### src/rtl/lfsr_pkg.sv
package lfsr_pkg;
    typedef enum logic {
        ST_STEP = 1'b0,
        ST_HELD = 1'b1
    } lfsr_state_e;
endpackage

### src/rtl/lfsr_next.sv
module lfsr_next #(
    parameter int                 WIDTH = 128,
    parameter logic [WIDTH-1:0]   TAPS  = {8'he1, {(WIDTH-8){1'b0}}}
) (
    input  logic [WIDTH-1:0] cur,
    output logic [WIDTH-1:0] nxt
);
    // One Galois step toward the LSB; old LSB folded in at tap bits.
    for (genvar i = 0; i < WIDTH; i++) begin : g_bit
        if (i == WIDTH - 1) begin : g_top
            assign nxt[i] = TAPS[i] & cur[0];
        end else begin : g_mid
            assign nxt[i] = cur[i+1] ^ (TAPS[i] & cur[0]);
        end
    end
endmodule

### src/rtl/prefix_cmp.sv
module prefix_cmp #(
    parameter int                    WIDTH      = 128,
    parameter int                    MATCH_BITS = 56,
    parameter logic [MATCH_BITS-1:0] MATCH_VAL  = 56'h7b52422d465443
) (
    input  logic [WIDTH-1:0] value,
    output logic             hit
);
    logic [MATCH_BITS-1:0] slice;
    logic [WIDTH-MATCH_BITS-1:0] unused_upper;

    assign slice        = value[MATCH_BITS-1:0];
    assign unused_upper = value[WIDTH-1:MATCH_BITS];
    assign hit          = (slice == MATCH_VAL);
endmodule

### src/rtl/lfsr_ctrl.sv
module lfsr_ctrl
    import lfsr_pkg::*;
(
    input  logic clk,
    input  logic rst,
    input  logic seed_hit,
    input  logic next_hit,
    output logic advance,
    output logic settled
);
    lfsr_state_e st_q, st_d;

    always_comb begin
        st_d = st_q;
        if (rst) begin
            st_d = seed_hit ? ST_HELD : ST_STEP;     // RELOAD
        end else begin
            unique case (st_q)
                ST_STEP: if (next_hit) st_d = ST_HELD; // CATCH
                ST_HELD: st_d = ST_HELD;
                default: st_d = ST_STEP;
            endcase
        end
    end

    always_ff @(posedge clk) begin
        st_q <= st_d;
    end

    always_comb begin
        unique case (st_q)
            ST_STEP: begin advance = 1'b1; settled = 1'b0; end
            ST_HELD: begin advance = 1'b0; settled = 1'b1; end
            default: begin advance = 1'b0; settled = 1'b0; end
        endcase
    end

    // HELD is left only through reset
    p_held_sticky_r4: assert property (@(posedge clk) disable iff (rst)
        settled |=> settled);
endmodule

### src/rtl/lfsr_prefix_stop.sv
module lfsr_prefix_stop #(
    parameter int                    WIDTH      = 128,
    parameter logic [WIDTH-1:0]      TAPS       = 128'he1000000000000000000000000000000,
    parameter logic [WIDTH-1:0]      SEED       = 128'h5adf01e748ef22e547ce8210c60e48ff,
    parameter int                    MATCH_BITS = 56,
    parameter logic [MATCH_BITS-1:0] MATCH_VAL  = 56'h7b52422d465443
) (
    input  logic                 clk,
    input  logic                 rst,
    output logic [WIDTH-1:0]     state_o,
    output logic                 settled_o,
    output logic [WIDTH/2-1:0]   lo_half_o,
    output logic [WIDTH/2-1:0]   hi_half_o
);
    localparam int HALF = WIDTH / 2;

    logic [WIDTH-1:0] reg_q;
    logic [WIDTH-1:0] step_val;
    logic             seed_hit, next_hit, advance, settled;

    lfsr_next #(.WIDTH(WIDTH), .TAPS(TAPS)) u_next (
        .cur (reg_q),
        .nxt (step_val)
    );

    prefix_cmp #(.WIDTH(WIDTH), .MATCH_BITS(MATCH_BITS), .MATCH_VAL(MATCH_VAL)) u_cmp_seed (
        .value (SEED),
        .hit   (seed_hit)
    );

    prefix_cmp #(.WIDTH(WIDTH), .MATCH_BITS(MATCH_BITS), .MATCH_VAL(MATCH_VAL)) u_cmp_next (
        .value (step_val),
        .hit   (next_hit)
    );

    lfsr_ctrl u_ctrl (
        .clk      (clk),
        .rst      (rst),
        .seed_hit (seed_hit),
        .next_hit (next_hit),
        .advance  (advance),
        .settled  (settled)
    );

    always_ff @(posedge clk) begin
        if (rst)          reg_q <= SEED;
        else if (advance) reg_q <= step_val;
    end

    assign state_o   = reg_q;
    assign settled_o = settled;
    assign lo_half_o = reg_q[HALF-1:0];
    assign hi_half_o = reg_q[WIDTH-1:HALF];

    // reset reloads the seed
    p_seed_load_r1: assert property (@(posedge clk)
        rst |=> reg_q == SEED);
    // frozen while settled
    p_hold_r4: assert property (@(posedge clk) disable iff (rst)
        settled |=> $stable(reg_q));
    // a stepping nonzero register always changes
    p_moves_r3: assert property (@(posedge clk) disable iff (rst)
        (!settled && reg_q != '0) |=> reg_q != $past(reg_q));
    // top bit receives the old LSB through its tap
    p_top_feed_r2: assert property (@(posedge clk) disable iff (rst)
        !settled |=> reg_q[WIDTH-1] == (TAPS[WIDTH-1] & $past(reg_q[0])));
    // flag agrees with the low slice of the register
    p_flag_r5: assert property (@(posedge clk) disable iff (rst)
        1'b1 |=> settled == (reg_q[MATCH_BITS-1:0] == MATCH_VAL));
endmodule

### config.mk
export PLATFORM = sky130hd
export DESIGN_NAME = lfsr_prefix_stop
export DESIGN_NICKNAME = d
export VERILOG_FILES = /design/src/rtl/lfsr_pkg.sv /design/src/rtl/lfsr_next.sv /design/src/rtl/prefix_cmp.sv /design/src/rtl/lfsr_ctrl.sv /design/src/rtl/lfsr_prefix_stop.sv
export SDC_FILE = /design/constraint.sdc
export NUM_CORES = 1
export LEC_CHECK = 0
export BUFFER_PORTS_ARGS = -buffer_cell sky130_fd_sc_hd__buf_4
export CAP_MARGIN = 0
export CELL_PAD_IN_SITES_DETAIL_PLACEMENT = 0
export CELL_PAD_IN_SITES_GLOBAL_PLACEMENT = 1
export CORE_UTILIZATION = 35
export CTS_BUF_LIST = sky130_fd_sc_hd__clkbuf_8
export CTS_CLUSTER_DIAMETER = 200
export DETAILED_ROUTE_END_ITERATION = 8
export PLACE_DENSITY_LB_ADDON = 0.1
export SLEW_MARGIN = 20
export SYNTH_ARGS = -nofsm -noshare
export SYNTH_HDL_FRONTEND = slang
export SYNTH_SLANG_ARGS = --single-unit
### constraint.sdc
create_clock -name clk -period 2.3 [get_ports clk]
set_clock_uncertainty 0.15 [all_clocks]
set_input_delay 0.23 -clock clk [delete_from_list [all_inputs] [get_ports clk]]
set_output_delay 0.23 -clock clk [all_outputs]
set_load 0.02 [all_outputs]
==> results.sh <==
export IMPL_cts_sinks=129
export IMPL_ys_seq_area_share_pct=39.30
export IMPL_areaGrowthSynthToFinish_pct=10.66
export IMPL_drive_gt1_share_pct=41.71
export IMPL_first_pass_iters=9
export IMPL_hold_viol_final=0
export IMPL_crit_arrival_ns=1.53
export IMPL_yosysTopAreaCell="dfxtp_1"
export IMPL_cp_slowest_cell="buf_12"
export IMPL_finalPower_mw=5.272
export IMPL_synth_edff_count=0
export IMPL_drv_cap=0
export IMPL_holdCritPathClass="reg -> reg"
export IMPL_crit_path_start_kind="flip-flop"
export IMPL_finalNetCount=701
export IMPL_num_vias=4124
export IMPL_final_setup_viol_count=0
export IMPL_p_leak_nw=3.068
export IMPL_synthArstFlopShare_pct=0
export IMPL_cpPeakStageDelay_ns=0.42
export IMPL_status="finished, violations left"
export IMPL_core_area_mm2=0.01821
export IMPL_drcViolationCount=15
export IMPL_tns_ns=0
export IMPL_max_slew_margin_pct=58.81
export IMPL_crit_fanout=86
export IMPL_syn_area_mm2=0.006571
export IMPL_htree_levels=4
export IMPL_worstHoldStart="state_o[119]"
export IMPL_ir_worst_vdd_uv=308.5
export IMPL_fmax_ghz=0.5248
export IMPL_critPathRequiredTime_ns=1.92
export IMPL_n_antenna_cell=0
export IMPL_worst_pin_slew_ns=0.6179
export IMPL_wl_um=13330
export IMPL_synth_cell_types=22
export IMPL_gp_congestion=0.7285
export IMPL_critical_path_top_delay_family="buffers and inverters"
export IMPL_wire_per_inst_um=14.17
export IMPL_initial_core_util_pct=36.09
export IMPL_layout_min_cycle_time_ns=1.906
export IMPL_antenna_found_initial=0
export IMPL_end_kind="output pin"
export IMPL_cp_num_buf_inv=2
export IMPL_ys_top_cells_by_area="dfxtp_1 (39%), buf_4 (29%), mux2i_1 (19%)"
export IMPL_hpwlAfterDp_um=9396
export IMPL_ant_nets=0
export IMPL_avgSynthCellArea_um2=9.428
export IMPL_grt_max_degree=87
export IMPL_grt_pass1_wl_um=20290
export IMPL_die_y_um=139.0
export IMPL_clock_path_buffers=2
export IMPL_cts_root_buffer="clkbuf_8"
export IMPL_seq_area_mm2=0.002586
export IMPL_syn_nets=699
export IMPL_gr_total_overflow=0
export IMPL_grt_use_total_pct=13.48
export IMPL_dpl_cell_area_mm2=0.006849
export IMPL_fin_hold_ws_ns=0.3864
export IMPL_synth_flop_cell="dfxtp_1"
export IMPL_cts_tree="built"
export IMPL_violations="DRC"
export IMPL_rsz0062_at_grt="no"
export IMPL_grt_pass1_vias=3691
export IMPL_clk_pin_slew_worst_paths_ns=0.08
export IMPL_crit_path_start="u_ctrl.st_q"
export IMPL_die_area_mm2=0.01933
export IMPL_reg2reg_setup_slack_ns=0.60
export IMPL_yosysTopAreaCellShare_pct=39.30
export IMPL_p_per_area_mw_per_mm2=724.9
export IMPL_fp_row_count=49
export IMPL_netlist_instances=697
export IMPL_multi_input_area_mm2=0.001953
export IMPL_yosys_top_cells_count="buf_4 (255), dfxtp_1 (129), mux2i_1 (126), nor2_1 (72), nand2_1 (64)"
export IMPL_yosysWarnings=0
export IMPL_synth_seq_cells=129
export IMPL_crit_type="reg -> out"
export IMPL_ios=259
export IMPL_fillCellCount=1828
export IMPL_slew_viol_final=0
export IMPL_chipWidth_um=139.0
export IMPL_final_area_mm2=0.007272
export IMPL_viasPerCell=4.383
export IMPL_portBuffers=258
export IMPL_synthMostInstantiatedCell="buf_4"
export IMPL_period_share_pct=82.85
export IMPL_r2r_start="state_o[27]"
export IMPL_insertion_delay_ns=0.44
export IMPL_cts_buffers=17
export IMPL_cp_cell_sequence="buf_12 -> buf_4"
export IMPL_drtIter0Drc=142
==> final timing paths <==
| kind | end | cells past startpoint |
|---|---|---|
| hold reg to reg | state_o[118] | 2 |
| setup / recovery | settled_o | 2 |
| hold / removal | state_o[118] | 2 |
| setup reg to reg | u_ctrl.st_q | 4 |
==> power by group <==
part	internal [mW]	switching [mW]	total, mW
registers	2.35	0.141	2.49
logic	0.337	0.449	0.785
clock network	1.10	0.903	2.00
total	3.78	1.49	5.27
==> sequential cells by signal (all words and copies together), names as in the netlist <==
| name | flops |
|---|---|
| state_o | 128 |
| u_ctrl.st_q | 1 |
==> repair_timing <==
| action | in CTS | in global routing |
|---|---|---|
| setup endpoints to repair | 0 | 0 |
| hold endpoints to repair | 15 | 0 |
| buffers inserted | 0 | 0 |
| resized for setup | 0 | 0 |
| hold buffers | 1 | 0 |
==> cell type report <==
class | instances | share of cell area (%)
tap | 229 | 3.940
multi-input combinational | 285 | 26.86
timing repair buffer | 265 | 27.91
sequential | 129 | 35.56
inverter | 1 | 0.05162
clock inverter | 14 | 2.271
clock buffer | 18 | 3.407
==> cell families (layout without fill, tap and decap cells) <==
| family | count (synthesis) | after routing | share of synthesized area [%] |
|---|---|---|---|
| compound gates | 3 | 3 | 0.3047 |
| xor+xnor | 3 | 3 | 0.3999 |
| buf+inv | 283 | 298 | 30.98 |
| flops | 129 | 129 | 39.30 |
| mux | 126 | 126 | 19.19 |
| simple gates | 153 | 153 | 9.825 |
==> stage by stage <==
stage / utilization [%] / worst slack [ns] / cells
2_1_floorplan: - / 0.7635 / 697
3_3_place_gp: 37.61 / 0.6934 / 908
3_5_place_dp: 37.61 / 0.6267 / 908
4_1_cts: 39.94 / 0.3264 / 941
5_1_grt: 39.94 / 0.2882 / 941
6_report: 39.94 / 0.3944 / 941
==> layout by cell type, fill, tap and decap left out <==
cell type / synthesis / layout
clkinvlp_4: 0 / 4
clkbuf_8: 0 / 18
nand4b_1: 2 / 2
a21oi_1: 2 / 2
nor4b_1: 3 / 3
nand2_1: 64 / 64
nor3_1: 1 / 1
buf_4: 255 / 261
bufinv_16: 0 / 3
xor2_1: 1 / 1
or4b_1: 1 / 1
a32o_1: 1 / 1
dlygate4sd3_1: 0 / 1
nand4_1: 3 / 3
clkinv_2: 0 / 1
nor2_1: 72 / 72
nand3_1: 2 / 2
clkinv_4: 0 / 2
inv_4: 0 / 1
inv_6: 0 / 1
nor4bb_1: 2 / 2
buf_12: 0 / 3
inv_2: 1 / 1
mux2i_1: 126 / 126
xnor2_1: 2 / 2
nor4_1: 2 / 2
dfxtp_1: 129 / 128
nor4b_2: 1 / 1
inv_1: 0 / 2
dfxtp_4: 0 / 1
==> routing by layer <==
metal / GRT usage (%) / up-vias / part of all wire (%)
met4: 5.439 / 0 / 1.4
met5: 0 / - / 0
li1: - / 2015 / -
met3: 4.178 / 14 / 6.9
met2: 21.90 / 160 / 47
met1: 16.58 / 1935 / 45
==> worst register-to-register path, stage by stage (launching register included) <==
cell,delay (ns)
dfxtp_1,0.40
nor4bb_1,0.44
nand4_1,0.16
nor4_1,0.25
a32o_1,0.23
No activity file was read; power rests on OpenSTA's default activity.
